`src/rtl/lsfm_pkg.sv`:
```
package lsfm_pkg;
  localparam logic [7:0] KEY_ON  = 8'h44;
  localparam logic [7:0] KEY_OFF = 8'h40;

  localparam int STOP_LSB = 0;
  localparam int FAIL_LSB = 16;

  typedef enum int {FLG_STOP = 0, FLG_FAIL = 1} flag_idx_e;
  localparam int NUM_FLAGS = 2;
endpackage

```
`src/rtl/lsfm_edge_sync.sv`:
```
module lsfm_edge_sync #(
  parameter int STAGES = 2
) (
  input  logic clk,
  input  logic rst,
  input  logic async_in,
  output logic rise_pulse
);
  logic [STAGES:0] chain_q;

  always_ff @(posedge clk) begin
    if (rst) chain_q <= '0;
    else     chain_q <= {chain_q[STAGES-1:0], async_in};
  end

  // chain_q[STAGES-1] is the last synchronising flop, chain_q[STAGES] its history
  assign rise_pulse = chain_q[STAGES-1] & ~chain_q[STAGES];
endmodule

```
`src/rtl/lsfm_window.sv`:
```
module lsfm_window #(
  parameter int WIN_LEN = 256,
  parameter int CNT_W   = 8
) (
  input  logic             clk,
  input  logic             rst,
  input  logic             run,
  input  logic             edge_pulse,
  output logic             done,
  output logic [CNT_W-1:0] result
);
  localparam int WIN_W = (WIN_LEN > 1) ? $clog2(WIN_LEN) : 1;
  localparam logic [WIN_W-1:0] WIN_LAST = WIN_W'(WIN_LEN - 1);
  localparam logic [CNT_W-1:0] CNT_MAX  = '1;

  logic [WIN_W-1:0] win_q;
  logic [CNT_W-1:0] cnt_q;
  logic [CNT_W-1:0] cnt_next;
  logic             last_cycle;

  assign last_cycle = (win_q == WIN_LAST);

  always_comb begin
    cnt_next = cnt_q;
    if (edge_pulse && (cnt_q != CNT_MAX)) cnt_next = cnt_q + 1'b1;
  end

  always_ff @(posedge clk) begin
    if (rst) begin
      win_q  <= '0;
      cnt_q  <= '0;
      done   <= 1'b0;
      result <= '0;
    end else if (!run) begin
      win_q <= '0;
      cnt_q <= '0;
      done  <= 1'b0;
    end else begin
      done <= last_cycle;
      if (last_cycle) begin
        win_q  <= '0;
        cnt_q  <= '0;
        result <= cnt_next;
      end else begin
        win_q <= win_q + 1'b1;
        cnt_q <= cnt_next;
      end
    end
  end
endmodule

```
`src/rtl/lsfm_flags.sv`:
```
module lsfm_flags
  import lsfm_pkg::*;
#(
  parameter int CNT_W = 8
) (
  input  logic                 clk,
  input  logic                 rst,
  input  logic                 done,
  input  logic [CNT_W-1:0]     result,
  input  logic [CNT_W-1:0]     stop_bd,
  input  logic [CNT_W-1:0]     fail_bd,
  input  logic                 clr_wr,
  input  logic [NUM_FLAGS-1:0] clr_mask,
  input  logic [NUM_FLAGS-1:0] irq_en,
  output logic [NUM_FLAGS-1:0] flags,
  output logic                 irq
);
  logic [NUM_FLAGS-1:0] hit;
  logic [NUM_FLAGS-1:0] flags_d;

  always_comb begin
    hit           = '0;
    hit[FLG_STOP] = (result < stop_bd);
    hit[FLG_FAIL] = (result < fail_bd);
    flags_d = flags;
    if (clr_wr) flags_d = flags_d & ~clr_mask;
    if (done)   flags_d = flags_d | hit;   // a fresh result wins over a clear
  end

  always_ff @(posedge clk) begin
    if (rst) begin
      flags <= '0;
      irq   <= 1'b0;
    end else begin
      flags <= flags_d;
      irq   <= |(flags_d & irq_en);
    end
  end
endmodule

```
`src/rtl/lsfm_freq_mon.sv`:
```
module lsfm_freq_mon
  import lsfm_pkg::*;
#(
  parameter int WIN_LEN     = 256,
  parameter int CNT_W       = 8,
  parameter int SYNC_STAGES = 2
) (
  input  logic        clk,
  input  logic        rst,
  input  logic        mon_clk,
  input  logic        key_wr,
  input  logic [7:0]  key_byte,
  input  logic [31:0] bound_cfg,
  input  logic        clr_wr,
  input  logic [1:0]  clr_mask,
  input  logic [1:0]  irq_en,
  output logic        stop_flag,
  output logic        fail_flag,
  output logic        irq,
  output logic        mon_active
);
  logic                 en_q;
  logic                 run;
  logic                 rise;
  logic                 win_done;
  logic [CNT_W-1:0]     win_result;
  logic [NUM_FLAGS-1:0] flags;

  always_ff @(posedge clk) begin
    if (rst) en_q <= 1'b0;
    else if (key_wr) begin
      if (key_byte == KEY_ON)       en_q <= 1'b1;
      else if (key_byte == KEY_OFF) en_q <= 1'b0;
    end
  end

  assign run = en_q & ~(|flags);

  lsfm_edge_sync #(.STAGES(SYNC_STAGES)) u_sync (
    .clk(clk), .rst(rst), .async_in(mon_clk), .rise_pulse(rise)
  );

  lsfm_window #(.WIN_LEN(WIN_LEN), .CNT_W(CNT_W)) u_win (
    .clk(clk), .rst(rst), .run(run), .edge_pulse(rise),
    .done(win_done), .result(win_result)
  );

  lsfm_flags #(.CNT_W(CNT_W)) u_flags (
    .clk(clk), .rst(rst), .done(win_done), .result(win_result),
    .stop_bd(bound_cfg[STOP_LSB +: CNT_W]),
    .fail_bd(bound_cfg[FAIL_LSB +: CNT_W]),
    .clr_wr(clr_wr), .clr_mask(clr_mask), .irq_en(irq_en),
    .flags(flags), .irq(irq)
  );

  assign stop_flag  = flags[FLG_STOP];
  assign fail_flag  = flags[FLG_FAIL];
  assign mon_active = run;
endmodule

```
`config.mk`:
```
export PLATFORM = sky130hd
export DESIGN_NAME = lsfm_freq_mon
export DESIGN_NICKNAME = d
export VERILOG_FILES = /design/src/rtl/lsfm_pkg.sv /design/src/rtl/lsfm_edge_sync.sv /design/src/rtl/lsfm_window.sv /design/src/rtl/lsfm_flags.sv /design/src/rtl/lsfm_freq_mon.sv
export SDC_FILE = /design/constraint.sdc
export NUM_CORES = 1
export LEC_CHECK = 0
export BUFFER_PORTS_ARGS = -buffer_cell sky130_fd_sc_hd__buf_2
export CAP_MARGIN = 20
export CELL_PAD_IN_SITES_DETAIL_PLACEMENT = 0
export CELL_PAD_IN_SITES_GLOBAL_PLACEMENT = 2
export CORE_MARGIN = 2
export CORE_UTILIZATION = 31
export DETAILED_ROUTE_END_ITERATION = 16
export PLACE_DENSITY = 0.89
export REMOVE_ABC_BUFFERS = 1
export SLEW_MARGIN = 20
export SYNTH_ARGS = -nofsm -noshare
export SYNTH_HDL_FRONTEND = slang
export SYNTH_SLANG_ARGS = --single-unit
```
`constraint.sdc`:
```
create_clock -name clk -period 2.95 [get_ports clk]
set_clock_uncertainty 0.2 [all_clocks]
set_input_delay 0.4425 -clock clk [delete_from_list [all_inputs] [get_ports clk]]
set_output_delay 0.4425 -clock clk [all_outputs]
set_load 0.02 [all_outputs]
```
Word-level counts from Yosys, hierarchy flattened
Cells that the tools add are included.
{"block": "classes", "add_sub_neg": 2, "magnitude_cmp": 2, "eq_ne": 4, "n_mux": 5, "bitwise": 9, "n_reduce_logical": 8}
{"operator": "adder 8 x 1 -> 8 bit, second input constant", "count": 2}
{"operator": "equality test 8 x 7 -> 1 bit, second input constant", "count": 2}
{"operator": "< comparator 8 bit", "count": 2}
{"operator": "equality test 8 bit, second input constant", "count": 1}
{"operator": "two-way mux 8 bit", "count": 1}
{"operator": "!= test 8 bit, second input constant", "count": 1}
{"operator": "OR reduction 2 bit", "count": 3}
{"operator": "bitwise AND 2 bit", "count": 2}
{"operator": "two-way mux 2 bit", "count": 2}
{"operator": "AND reduction 2 bit", "count": 2}
{"operator": "NOT 1 bit", "count": 3}
{"operator": "OR reduction 3 bit", "count": 1}
{"operator": "bitwise AND 1 bit", "count": 2}
{"operator": "two-way mux 1 bit", "count": 2}
{"operator": "NOT 2 bit", "count": 1}
{"operator": "OR 2 bit", "count": 1}
{"operator": "nonzero test 2 bit", "count": 1}
{"operator": "logical AND 1 bit", "count": 1}
{"block": "totals", "ff_bits": 32, "inputBits": 49, "output_inout_bits": 4, "elab_cells": 38}

Logic depth before layout (Yosys ltp)
{"block": "logic_depth", "ltp_word": 7, "depth_mapped": 7, "mapped_depth_nobuf": 7}

By module
A second synthesis with hierarchy kept.
{"block": "hier_totals", "cells_unflattened": 187, "hier_area_um2": 1712.9}
{"mod": "lsfm_window", "instances": 1, "cells_per_inst": 114, "area_each_um2": 1054.8, "seq_area_each_um2": 500.5}
{"mod": "lsfm_flags", "instances": 1, "cells_per_inst": 58, "area_each_um2": 504.2, "seq_area_each_um2": 60.1}
{"mod": "lsfm_edge_sync", "instances": 1, "cells_per_inst": 7, "area_each_um2": 87.6, "seq_area_each_um2": 60.1}
{"mod": "lsfm_freq_mon", "instances": 1, "cells_per_inst": 8, "area_each_um2": 66.3, "seq_area_each_um2": 20.0}

Worst setup path after synthesis
No wires, ideal clock.
{"block": "synth_path", "kind": "input to register", "startpoint": "in bound_cfg[23]", "endpoint": "reg u_flags.irq", "setup_time_ns": 0.092, "arrival_time_ns": 1.589, "t_required_ns": 2.658, "slack_ns": 1.069, "path_stages": 7, "n_path_buf": 0, "cell_sequence": "inv_1 ha_1 and3_1 a221oi_1 o21a_1 a21oi_1 o32ai_1"}
{"block": "synth_between", "elab_chain_len": 5}
{"element": "from (decl)", "line": "lsfm_freq_mon.sv:13", "text": "input logic [31:0] bound_cfg,"}
{"element": "< comparator 8 bit", "line": "lsfm_flags.sv:24", "text": "hit[FLG_FAIL] = (result < fail_bd);"}
{"element": "OR 2 bit", "line": "lsfm_flags.sv:27", "text": "if (done) flags_d = flags_d | hit;"}
{"element": "two-way mux 2 bit", "line": "lsfm_flags.sv:27"}
{"element": "bitwise AND 2 bit", "line": "lsfm_flags.sv:36", "text": "irq <= |(flags_d & irq_en);"}
{"element": "OR reduction 2 bit", "line": "lsfm_flags.sv:36"}
{"element": "to (signal assigned)", "line": "lsfm_flags.sv:36"}
{"element": "to (decl)", "line": "lsfm_flags.sv:16", "text": "output logic irq"}
No other way between the ends.
A chain may end at the register's enable or synchronous reset.

Final worst setup path
{"block": "layout_path", "startpoint": "reg u_win.result[7]", "endpoint": "reg u_flags.irq"}
{"block": "layout_between", "elab_chain_len": 5}
{"element": "from (decl)", "line": "lsfm_window.sv:10", "text": "output logic [CNT_W-1:0] result"}
{"element": "from (signal assigned)", "line": "lsfm_window.sv:43", "text": "result <= cnt_next;"}
{"element": "< comparator 8 bit (on tied branches)", "line": "lsfm_flags.sv:23, lsfm_flags.sv:24"}
{"element": "OR 2 bit (*)", "line": "lsfm_flags.sv:27"}
{"element": "two-way mux 2 bit (*)", "line": "lsfm_flags.sv:27"}
{"element": "bitwise AND 2 bit (*)", "line": "lsfm_flags.sv:36"}
{"element": "OR reduction 2 bit (*)", "line": "lsfm_flags.sv:36"}
Mark *: on every way between the ends. The rest lies on a longest branch, timed or not.

==> results_tabular.tex <==
\begin{tabular}{lr}
\hline
Metric & Value \\
\hline
\multicolumn{2}{l}{\textbf{Setup path}} \\
Cell class contributing the biggest share of worst-path delay & compound AO/OA/AOI/OAI gates \\
Data required time of the worst path & 2940 ps \\
Minimum setup slack among reg-to-reg paths & 1050 ps \\
Delay of the slowest cell on the worst path & 370 ps \\
Crit-path slowest cell & dfxtp\_1 \\
CP Data Arrival Time & 1890 ps \\
Critical path buffers and inverters & 0 \\
Worst-path cell chain & ha\_1 -> and3\_1 -> a221oi\_1 -> o21a\_1 -> a21oi\_1 -> o32ai\_1 \\
Worst flop-to-flop path startpoint & u\_win.result[7] \\
Setup CP Type & reg -> reg \\
Endpoint kind of the worst setup timing path & flip-flop \\
Worst-path maximum fanout & 3 \\
Number of cells traversed by the worst register-to-register path & 6 \\
Startpoint type of the worst setup path & flip-flop \\
Endpoint of the most critical register-to-register path & u\_flags.irq \\
\multicolumn{2}{l}{\textbf{Yosys}} \\
Post-synthesis cell area & 1670 um2 \\
Number of instances in the synthesized netlist & 183 \\
Share of synthesized flip-flops with an asynchronous set or reset & 0 \\
Area fraction in compound gates after synthesis & 0.134 \\
Multiplexer share of the synthesized area & 0.0240 \\
Main flop type after synthesis & dfxtp\_1 \\
Synthesized flop and latch total & 32 \\
Adder and majority gate portion of the synthesized area & 0.120 \\
Number of library cell types mapped by synthesis & 39 \\
Sequential-to-total area share from yosys stat & 0.385 \\
Fraction of synthesized cell area in xor and xnor cells & 0.0526 \\
Largest family of logic cells by synthesized area & simple AND/OR/NAND/NOR gates \\
Area share of and/or/nand/nor cells after synthesis & 0.224 \\
Number of synthesis warnings & 0 \\
Mean area per synthesized cell & 9.10 um2 \\
Number of synthesized flops with an enable pin & 0 \\
\multicolumn{2}{l}{\textbf{Floorplanning}} \\
Die outline width & 77.3 um \\
Area inside the core boundary & 5140 um2 \\
Starting Density & 0.324 \\
Die ar. & 5970 um2 \\
Die Span Y & 77.3 um \\
Top-Level Pins & 53 \\
Row count & 26 \\
\multicolumn{2}{l}{\textbf{Power and ir drop}} \\
Leak pwr & 0.000889 uW \\
Logic gate share of total power & 0.055 \\
Cell Pwr Density & 411 nW/um2 \\
Portion of total power attributed to the clock network & 0.415 \\
Maximum vdd drop & 0.319 mV \\
Switching power as a share of total power & 0.236 \\
Sequential power share & 0.531 \\
Cell internal power dissipation & 624 uW \\
Power spent charging and discharging nets & 193 uW \\
\multicolumn{2}{l}{\textbf{Timing}} \\
Min Tclk post-route & 1900 ps \\
Pin slew with the least headroom to its limit & 529 ps \\
Final slew viol count & 0 \\
Final worst-path cycle share & 0.645 \\
Sum Neg Setup Slack & 0 ps \\
Max Clock Freq & 526 MHz \\
Setup repair after global routing missed its margin & no \\
Rel. slew slack & 0.648 \\
Number of hold violations in the final report & 0 \\
Final setup viols & 0 \\
\multicolumn{2}{l}{\textbf{Global route}} \\
Number of global-route vias before repair & 1325 \\
Global-route wire length before repair & 5580 um \\
Antenna violations before repair & 0 \\
Pin count of the biggest net entering global routing & 21 \\
GRT Residual Overflow & 0 \\
Global routing usage summed across all routing layers & 0.118 \\
\multicolumn{2}{l}{\textbf{Clock network}} \\
CTS tree & done \\
Clock tree root driver cell & clkbuf\_8 \\
Post-CTS Resized & 0 \\
Worst-Skew Late Latency & 290 ps \\
TritonCTS Sinks & 32 \\
Num CTS Buffers & 5 \\
Hold Buf Count CTS & 0 \\
Clock tree buffer depth & 2 \\
Setup Buffers After CTS & 0 \\
Clock-pin slew reported for the worst setup and hold paths after clock tree synthesis & 70 ps \\
H-tree depth & 2 \\
\multicolumn{2}{l}{\textbf{Drt}} \\
Number of DRC violations after detailed routing & 0 \\
Routed Antenna Nets & 0 \\
DRC violation total after the first TritonRoute iteration & 61 \\
Vias after detailed routing & 1341 \\
First-pass iteration count of the detailed router & 4 \\
Number of vias per cell & 4.59 \\
Total routed wirelength & 3040 um \\
Wire length per cell after detailed routing & 10.4 um \\
\multicolumn{2}{l}{\textbf{Layout}} \\
Layout cells sized above 1 & 0.239 \\
Final Net Count & 286 \\
Area added between synthesis and finish & 19.4\% \\
Leading cell types in the layout, fill and taps excluded & buf\_2, dfxtp\_1, nor2\_1, inv\_1, ha\_1 \\
Number of antenna diodes & 0 \\
Most frequent standard cell in the layout excluding fill and tap cells & buf\_2 \\
End-of-flow core utilization & 0.387 \\
\multicolumn{2}{l}{\textbf{Placement}} \\
HPWL after DPL & 2390 um \\
Number of port buffers & 36 \\
Final weighted congestion in routability-driven placement & 0.760 \\
\multicolumn{2}{l}{\textbf{Min path}} \\
Worst hold endpoint & u\_sync.chain\_q[0] \\
Path type of the worst min-delay path & in -> reg \\
Number of stages on the worst hold path & 2 \\
Hold Path Origin & mon\_clk \\
\multicolumn{2}{l}{\textbf{Run status}} \\
Outcome & finished, final reports clean \\
\multicolumn{2}{l}{\textbf{Flow run}} \\
Max cap viols & 0 \\
\hline
\end{tabular}
## state kept, by name, summed over array words and instances (netlist names)
signal	count
u_win.win_q	8
u_win.result	8
u_win.done	1
en_q	1
u_win.cnt_q	8
u_flags.flags	2
u_flags.irq	1
u_sync.chain_q	3
## worst max-delay path by stage
| stage | startpoint | to | slack, ps | cells past startpoint |
|---|---|---|---|---|
| after floorplan | bound_cfg[23] | u_flags.irq | 1070 | 7 |
| after global placement | bound_cfg[23] | u_flags.irq | 820 | 8 |
| after detailed placement | bound_cfg[23] | u_flags.irq | 810 | 8 |
| after CTS | u_win.result[7] | u_flags.irq | 1020 | 6 |
| after global routing | u_win.win_q[0] | u_win.win_q[3] | 880 | 5 |
| final | u_win.result[7] | u_flags.irq | 1050 | 6 |
## synth_stat cells (3+ instances only)
cell      number  share of area
nand4_1        5          0.019
a211oi_2       4          0.030
nand2b_1       6          0.023
nand3_1        3         0.0090
xnor2_1        5          0.026
nand2_1       10          0.023
nor2_1        27          0.061
dfxtp_1       32           0.38
nor2b_1        5          0.019
o21a_1         4          0.018
mux2i_1        4          0.024
a21oi_1        5          0.015
xor2_1         5          0.026
and3_1         3          0.011
ha_1          16           0.12
inv_1         17          0.038
## cell families after synthesis
family,Yosys count
fa+ha+maj,16
buf+inv,22
xor+xnor,10
simple gates,71
compound gates,28
flops,32
mux,4
## power groups by stage
stage	Sequential (uW)	Combinational (uW)	Clock, uW
after detailed placement	444	45.4	0
final	434	44.7	339
after global routing	434	52.4	375
after floorplan	444	17.3	0
after global placement	444	44.7	0
after CTS	434	45.5	354
## area by class of cell
class	instances	area, um2
well taps	70	87.6
multi-input cells	129	923
fillers	585	3150
clock inverters	3	23.8
clock buffers	5	68.8
repair buffers	36	180
inverters	17	63.8
flip-flops and latches	32	641
## metrics by stage
stage / cell area [um2] / power, uW / hold slack, ps / std cells / setup slack [ps]
floorplan: 1630 / 461 / 214 / 178 / 1070
global placement: 1900 / 488 / 223 / 284 / 818
detailed placement: 1900 / 489 / 222 / 284 / 815
CTS: 1990 / 834 / 146 / 292 / 1020
global route: 1990 / 861 / 166 / 292 / 879
finish: 1990 / 818 / 159 / 292 / 1050
## layer usage
metal	share of wire	up-vias	global-route usage	wire [um]
met5	0	-	0	0
met4	0.022	0	0.0589	68
met3	0.056	5	0.0400	171
met2	0.44	30	0.184	1340
met1	0.48	601	0.144	1460
li1	-	705	-	-
(Power assumes the default switching activity.)
